--- src/rtl/blkdma_pkg.sv ---
package blkdma_pkg;
    typedef enum logic [1:0] {
        ST_IDLE     = 2'd0,
        ST_WAIT_GNT = 2'd1,
        ST_MOVE     = 2'd2
    } dma_state_e;

    localparam logic [1:0] SEL_ADDR  = 2'd0;
    localparam logic [1:0] SEL_COUNT = 2'd1;
    localparam logic [1:0] SEL_CTRL  = 2'd2;
    localparam logic [1:0] SEL_GO    = 2'd3;
endpackage

--- src/rtl/blkdma_regs.sv ---
module blkdma_regs
    import blkdma_pkg::*;
#(
    parameter int AW = 16,
    parameter int CW = 8
) (
    input  logic          clk,
    input  logic          rst_n,
    input  logic          cfg_wr,
    input  logic [1:0]    cfg_sel,
    input  logic [AW-1:0] cfg_wdata,
    input  logic          busy,
    input  logic          step,
    output logic [AW-1:0] addr_q,
    output logic          dir_q,
    output logic          ien_q,
    output logic          go,
    output logic          cnt_zero,
    output logic          cnt_last
);
    localparam logic [CW-1:0] CNT_ONE = CW'(1);

    logic [CW-1:0] cnt_q;
    logic          wr_ok;

    assign wr_ok    = cfg_wr && !busy;
    assign go       = wr_ok && (cfg_sel == SEL_GO);
    assign cnt_zero = (cnt_q == '0);
    assign cnt_last = (cnt_q == CNT_ONE);

    always_ff @(posedge clk or negedge rst_n) begin
        if (!rst_n) begin
            addr_q <= '0;
            cnt_q  <= '0;
            dir_q  <= 1'b0;
            ien_q  <= 1'b0;
        end else begin
            if (wr_ok && cfg_sel == SEL_ADDR)
                addr_q <= cfg_wdata;
            else if (step)
                addr_q <= addr_q + AW'(1);

            if (wr_ok && cfg_sel == SEL_COUNT)
                cnt_q <= cfg_wdata[CW-1:0];
            else if (step)
                cnt_q <= cnt_q - CNT_ONE;

            if (wr_ok && cfg_sel == SEL_CTRL) begin
                dir_q <= cfg_wdata[0];
                ien_q <= cfg_wdata[1];
            end
        end
    end


    addr_hold_chk: assert property (@(posedge clk) disable iff (!rst_n)
        (busy && !step) |=> $stable(addr_q));


    addr_step_chk: assert property (@(posedge clk) disable iff (!rst_n)
        step |=> (addr_q == AW'($past(addr_q) + AW'(1))));
endmodule

--- src/rtl/blkdma_fsm.sv ---
module blkdma_fsm
    import blkdma_pkg::*;
(
    input  logic clk,
    input  logic rst_n,
    input  logic go,
    input  logic cnt_zero,
    input  logic cnt_last,
    input  logic bus_gnt,
    input  logic dev_rdy,
    input  logic stat_rd,
    output logic bus_req,
    output logic busy,
    output logic step,
    output logic done
);
    dma_state_e state_q, state_d;
    logic       set_done;

    always_comb begin
        state_d = state_q;
        unique case (state_q)
            ST_IDLE:     if (go && !cnt_zero) state_d = ST_WAIT_GNT;
            ST_WAIT_GNT: if (bus_gnt)         state_d = ST_MOVE;
            ST_MOVE:     if (step && cnt_last) state_d = ST_IDLE;
            default:     state_d = ST_IDLE;
        endcase
    end

    always_comb begin
        bus_req  = (state_q == ST_WAIT_GNT) || (state_q == ST_MOVE);
        busy     = (state_q != ST_IDLE);
        step     = (state_q == ST_MOVE) && bus_gnt && dev_rdy;
        set_done = (go && cnt_zero) || (step && cnt_last);
    end

    always_ff @(posedge clk or negedge rst_n) begin
        if (!rst_n) begin
            state_q <= ST_IDLE;
            done    <= 1'b0;
        end else begin
            state_q <= state_d;
            if (set_done)
                done <= 1'b1;
            else if (stat_rd || go)
                done <= 1'b0;
        end
    end


    last_release_chk: assert property (@(posedge clk) disable iff (!rst_n)
        (step && cnt_last) |=> (!bus_req && done));


    zero_go_chk: assert property (@(posedge clk) disable iff (!rst_n)
        (go && cnt_zero) |=> (done && !bus_req));


    done_clear_chk: assert property (@(posedge clk) disable iff (!rst_n)
        (stat_rd && !go && !(step && cnt_last)) |=> !done);
endmodule

--- src/rtl/blkdma_top.sv ---
module blkdma_top #(
    parameter int AW = 16,
    parameter int DW = 8,
    parameter int CW = 8
) (
    input  logic          clk,
    input  logic          rst_n,
    input  logic          cfg_wr,
    input  logic [1:0]    cfg_sel,
    input  logic [AW-1:0] cfg_wdata,
    input  logic          stat_rd,
    output logic          xfer_done,
    output logic          irq,
    output logic          bus_req,
    input  logic          bus_gnt,
    output logic [AW-1:0] mem_addr,
    output logic          mem_rd,
    output logic          mem_wr,
    output logic [DW-1:0] mem_wdata,
    input  logic [DW-1:0] mem_rdata,
    input  logic          dev_rdy,
    output logic          dev_stb,
    output logic [DW-1:0] dev_dout,
    input  logic [DW-1:0] dev_din
);
    logic busy, step, go, cnt_zero, cnt_last, dir_q, ien_q;

    blkdma_regs #(.AW(AW), .CW(CW)) u_regs (
        .clk(clk), .rst_n(rst_n), .cfg_wr(cfg_wr), .cfg_sel(cfg_sel),
        .cfg_wdata(cfg_wdata), .busy(busy), .step(step), .addr_q(mem_addr),
        .dir_q(dir_q), .ien_q(ien_q), .go(go), .cnt_zero(cnt_zero),
        .cnt_last(cnt_last)
    );

    blkdma_fsm u_fsm (
        .clk(clk), .rst_n(rst_n), .go(go), .cnt_zero(cnt_zero),
        .cnt_last(cnt_last), .bus_gnt(bus_gnt), .dev_rdy(dev_rdy),
        .stat_rd(stat_rd), .bus_req(bus_req), .busy(busy), .step(step),
        .done(xfer_done)
    );

    assign mem_rd    = step && dir_q;
    assign mem_wr    = step && !dir_q;
    assign mem_wdata = dev_din;
    assign dev_dout  = mem_rdata;
    assign dev_stb   = step;
    assign irq       = xfer_done && ien_q;


    strobe_grant_chk: assert property (@(posedge clk) disable iff (!rst_n)
        (mem_rd || mem_wr) |-> (bus_gnt && bus_req));
endmodule

--- config.mk ---
export PLATFORM = sky130hd
export DESIGN_NAME = blkdma_top
export DESIGN_NICKNAME = d
export VERILOG_FILES = /design/src/rtl/blkdma_pkg.sv /design/src/rtl/blkdma_regs.sv /design/src/rtl/blkdma_fsm.sv /design/src/rtl/blkdma_top.sv
export SDC_FILE = /design/constraint.sdc
export NUM_CORES = 1
export LEC_CHECK = 0
export BUFFER_PORTS_ARGS = -buffer_cell sky130_fd_sc_hd__buf_2
export CAP_MARGIN = 15
export CORE_MARGIN = 8
export CORE_UTILIZATION = 52
export CTS_CLUSTER_DIAMETER = 120
export CTS_CLUSTER_SIZE = 40
export DETAILED_ROUTE_END_ITERATION = 10
export PLACE_DENSITY = 0.83
export SKIP_CTS_REPAIR_TIMING = 1
export SLEW_MARGIN = 20
export SYNTH_ARGS = -nofsm -noshare
export SYNTH_HDL_FRONTEND = slang
export SYNTH_SLANG_ARGS = --single-unit
export TNS_END_PERCENT = 50
--- constraint.sdc ---
create_clock -name clk -period 3 [get_ports clk]
set_clock_uncertainty 0.15 [all_clocks]
set_input_delay 0.6 -clock clk [delete_from_list [all_inputs] [get_ports clk]]
set_output_delay 0.6 -clock clk [all_outputs]
set_load 0.01 [all_outputs]
# Word level (Yosys, flattened, before mapping)
# Index checks and enable logic that the tools add are counted.
dict set report totals {
  elab_cells 54
  register_bits 29
  inputBits 40
  out_inout_bits 38
}
dict set report op_classes {
  mux 10
  n_reduce_logical 27
  eq_ne 9
  n_addsub 2
}
# op count
set ops {}
lappend ops {{$mux 16} 2}
lappend ops {{$add 16x1->16 const B} 1}
lappend ops {{$mux 8} 2}
lappend ops {{$logic_and 1x1->1} 13}
lappend ops {{$eq 8x1->1 const B} 1}
lappend ops {{$logic_not 8->1} 1}
lappend ops {{$reduce_bool 2->1} 4}
lappend ops {{$sub 8x1->8 const B} 1}
lappend ops {{$eq 2x2->1 const B} 3}
lappend ops {{$mux 2} 3}
lappend ops {{$pmux 2 s3} 1}
lappend ops {{$eq 2x1->1 const B} 2}
lappend ops {{$logic_not 2->1} 2}
lappend ops {{$ne 2x2->1 const B} 2}
lappend ops {{$logic_not 1->1} 3}
lappend ops {{$logic_or 1x1->1} 3}
lappend ops {{$reduce_and 3->1} 1}
lappend ops {{$mux 1} 2}
lappend ops {{$ne 2x1->1 const B} 1}

# Logic depth before layout (Yosys ltp)
dict set report logic_depth {
  depth_word 7
  ltp_mapped 8
}

# Modules after synthesis
# A second synthesis with hierarchy kept.
dict set report unflattened {
  hier_cells 203
  hier_area_um2 1851.8
}
# mod area_per_inst_um2 cells_per_inst instances
set modules_own_cells {}
lappend modules_own_cells {blkdma_regs 1453.9 158 1}
lappend modules_own_cells {blkdma_fsm 255.2 26 1}
lappend modules_own_cells {blkdma_top 142.6 19 1}

# Least setup slack after synthesis
# Ideal clock, no wire load.
dict set report synth_timing {
  kind {register to output}
  start {register u_fsm.state_q[0]}
  end {output port mem_rd}
  path_stages_with_launch 6
  t_arrival_ns 1.213
  setup_slack_ns 1.037
  t_required_ns 2.250
  cell_sequence {dfrtp_1 -> inv_1 -> ha_1 -> nand3_2 -> clkinv_1 -> and2_1}
}
dict set report synth_between {
  elab_chain_len 4
}
# item line
set synth_lines {}
lappend synth_lines {{from (decl)} blkdma_fsm.sv:17} ;# dma_state_e state_q, state_d;
lappend synth_lines {{from (signal assigned)} blkdma_fsm.sv:42} ;# state_q <= state_d;
lappend synth_lines {{$eq 2x2->1} blkdma_fsm.sv:33} ;# step = (state_q == ST_MOVE) && bus_gnt && dev_rdy;
lappend synth_lines {{$logic_and 1x1->1 (2 in series)} blkdma_fsm.sv:33}
lappend synth_lines {{named net dev_stb} blkdma_top.sv:22} ;# output logic dev_stb,
lappend synth_lines {{$logic_and 1x1->1} blkdma_top.sv:42} ;# assign mem_rd = step && dir_q;
lappend synth_lines {{to (decl)} blkdma_top.sv:17} ;# output logic mem_rd,
# The timed path passes the listed nets, and every way through them passes these cells.

# Final worst setup path
dict set report layout_timing {
  start {register u_fsm.state_q[0]}
  end {output port mem_rd}
}
dict set report layout_between {
  elab_chain_len 4
}
# item line
set layout_lines {}
lappend layout_lines {{$eq 2x2->1} blkdma_fsm.sv:33}
lappend layout_lines {{$logic_and 1x1->1 (2 in series)} blkdma_fsm.sv:33}
lappend layout_lines {{$logic_and 1x1->1} blkdma_top.sv:42}
# Every way passes these cells.

==> implementation parameters <==
Parameter                              Value

Setup path
  Critical path peak fanout ... 13
  CP Class ... register to primary output
  CP endpoint kind ... primary output
  CP Launch Type ... register
  Crit path DAT ... 1.94 ns
  Required time at the endpoint of the critical path ... 2.25 ns

Clocking
  Root buffer cell ... clkbuf_4
  Latest clock arrival within the worst-skew pair ... 0.32 ns
  Number of clock buffers inserted by TritonCTS ... 5
  Worst-case clock buffer depth ... 2
  TritonCTS clock tree ... done
  Clock transition at the registers of the reported paths ... 0.09 ns
  Clock sink count ... 29
  Level count of the clock H-tree ... 2

Yosys
  Biggest area consumer among synthesized cells ... dfrtp_1
  Count of state elements after synthesis ... 29
  Synthesized netlist net count ... 256
  Most area-consuming cells after synthesis ... dfrtp_1 39%, xnor2_1 7.5%, buf_4 6.4%
  Sequential element share of the synthesized area ... 0.3893
  Leading cell type by number of instances after synthesis ... dfrtp_1
  Post-Synthesis Mean Instance Area ... 8.963 µm²
  Number of unique standard cell types used by synthesis ... 38
  Cell count after synthesis ... 208
  Leading post-synthesis cells by instance count ... 29 x dfrtp_1, 22 x nand2_1, 17 x nor2_1, 16 x buf_4, 16 x xnor2_1
  Synthesized cell area ... 0.001864 mm²
  Async set-reset flop share out of synthesis ... 1.000
  Yosys synthesis warning count ... 0
  EDFF count, synth ... 0
  Top-area cell type share of the netlist area ... 0.3893
  Main synth FF type ... dfrtp_1

STA
  RSZ-0062 raised after global routing ... no
  Crit path time final ... 2.694 ns
  Relative max-transition margin ... 0.5670
  Number of setup violations in the final report ... 0
  Hold slack ... 0.1456 ns
  Number of max-slew violations in the final report ... 0
  Final Cycle Share ... 0.8981
  Number of hold-slack violations in the final timing report ... 0
  Fmax ... 0.3712 GHz
  Sum of negative setup slack ... 0 ns
  Slew @ Worst Pin ... 0.6495 ns

GRT
  Met3 GRT Util ... 0.05658
  All-layer global routing usage ... 0.1629
  Met2 capacity usage during global routing ... 0.2595
  Most Used Layer, Global Route ... met2
  Wire length of the first global-routing pass ... 7.238 mm
  Met1 track demand over resource ... 0.1911
  Number of global-route vias before repair ... 1631
  Maximum number of pins on one net before global-route repair ... 30
  Overall overflow remaining after global route ... 0
  Antenna violations before repair ... 0

Run status
  Result of the run ... completed

Finish
  Fillers ... 300
  Area Growth Syn to Fin ... 11.95%
  Total Nets Final ... 288
  Multi-input logic area ... 970.9 µm²
  Combined flip-flop and latch cell area ... 725.7 µm²
  Final cell area excluding filler cells ... 0.002087 mm²
  Number of antenna repair diodes ... 0
  Fraction of layout instances using a drive strength above 1 ... 0.2625

Detailed routing
  Final wirelength ... 4.258 mm
  DRT Pass-1 Iters ... 4
  Post-DRT Antenna Nets ... 0
  Vias ... 1535
  Number of design rule violations left after detail routing ... 0
  Via density ... 5.367
  Average routed wire per standard cell ... 14.89 µm
  Detailed Route Iter0 Violations ... 67

Power
  Net Sw Frac ... 0.4135
  Combinational group share of total power ... 0.414
  Clock Power Share ... 0.135
  Cell leakage power ... 0.8947 nW
  Switching power of the nets ... 0.0007315 W
  Cell internal power dissipation ... 0.001038 W
  Power share of the sequential group ... 0.451
  Power Dens Cells ... 847.6 mW/mm²
  VDD IR max ... 378.4 µV

Placed design
  Final RePlAce weighted congestion ... 0.8861
  Instance area after placement ... 0.002032 mm²
  Placed wire-length estimate ... 3.286 mm
  Port Buf Inserts ... 45

Die
  Standard-cell rows ... 21
  Floorplan die height ... 75.88 µm
  Area of the core region ... 0.003390 mm²
  Number of ports placed on the die boundary ... 78
  Die outline area ... 0.005757 mm²
  Width of the chip ... 75.88 µm
  Starting density of the core ... 0.5500

Worst hold path
  Class of the worst hold path ... input port to async pin

Run
  Max-cap violations ... 0
-- path summary, 6_finish.rpt --
check / startpoint / end / slack (ns) / cells after the start
hold / removal: rst_n / u_regs.cnt_q[2] / 0.15 / 1
setup / recovery: u_fsm.state_q[0] / mem_rd / 0.31 / 6
min in group clk: cfg_wdata[12] / u_regs.addr_q[12] / 0.31 / 3
setup reg to reg: u_fsm.state_q[1] / u_regs.addr_q[4] / 0.82 / 6
max in group asynchronous: rst_n / u_regs.cnt_q[1] / 2.13 / 1
hold reg to reg: u_regs.ien_q / u_regs.ien_q / 0.39 / 1
-- stage by stage --
stage,power [W],worst slack [ns],util,std cells
4_1_cts,0.001783,0.3026,0.6157,286
3_5_place_dp,0.001541,0.6113,0.5995,279
3_3_place_gp,0.001512,0.6576,0.5995,279
6_report,0.001769,0.3058,0.6157,286
5_1_grt,0.001927,0.1521,0.6157,286
2_1_floorplan,0.001275,1.037,-,208
-- final cells by class --
class | instances | area share
Multi-Input combinational cell | 147 | 0.4652
Sequential cell | 29 | 0.3477
Tap cell | 46 | 0.02758
Timing Repair Buffer | 47 | 0.1151
Inverter | 10 | 0.01799
Clock buffer | 7 | 0.02638
-- cells by family after synthesis --
logic type,Yosys count,share of synthesized area
AND/OR/NAND/NOR,84,0.2409
buffers and inverters,32,0.09798
AO/OA/AOI/OAI,29,0.08793
flip-flops,29,0.3893
XOR/XNOR,18,0.08456
multiplexers,8,0.04564
adder cells (fa/ha/maj),8,0.05369
-- registers in the layout, summed over array words and instances (netlist names) --
signal,cells
u_fsm.done,1
u_fsm.state_q,2
u_regs.addr_q,16
u_regs.cnt_q,8
u_regs.dir_q,1
u_regs.ien_q,1
-- metal layers --
metal | part of all wire | wire length [µm]
met1 | 0.43 | 1823
met2 | 0.48 | 2041
met3 | 0.070 | 298
met4 | 0.022 | 94
met5 | 0 | 0
-- worst max-delay path: stages, from the launching register on --
cell      delay, ns
dfrtp_1        0.37
inv_1          0.08
ha_1           0.26
nand3_2        0.25
clkinv_1       0.30
and2_1         0.24
buf_2          0.13
-- cell usage in the layout (no fill, tap or decap), types with 2 or more instances in the layout --
cell type  count
buf_2         45
dfrtp_1       29
nand2_1       22
nor2_1        17
xnor2_1       16
o21ai_0       14
a21oi_1       10
inv_1          9
nor4_1         8
ha_1           8
nor3_1         6
nand4_1        6
clkbuf_4       5
nand3_1        4
mux2i_1        4
mux2_2         4
nand2b_1       3
and2_1         2
xor2_1         2
nand4b_1       2
or4_1          2
nor3_2         2
nor2b_1        2
buf_4          2
-- power by group through the flow --
stage / clock network, W / registers [W] / logic, W
after floorplan: 0 / 0.000807 / 0.000468
after global placement: 0 / 0.000793 / 0.000719
after detailed placement: 0 / 0.000801 / 0.000740
after CTS: 0.000245 / 0.000795 / 0.000743
after global routing: 0.000261 / 0.000833 / 0.000833
final: 0.000239 / 0.000798 / 0.000732
Note: power is estimated with default switching activity, not from simulation.
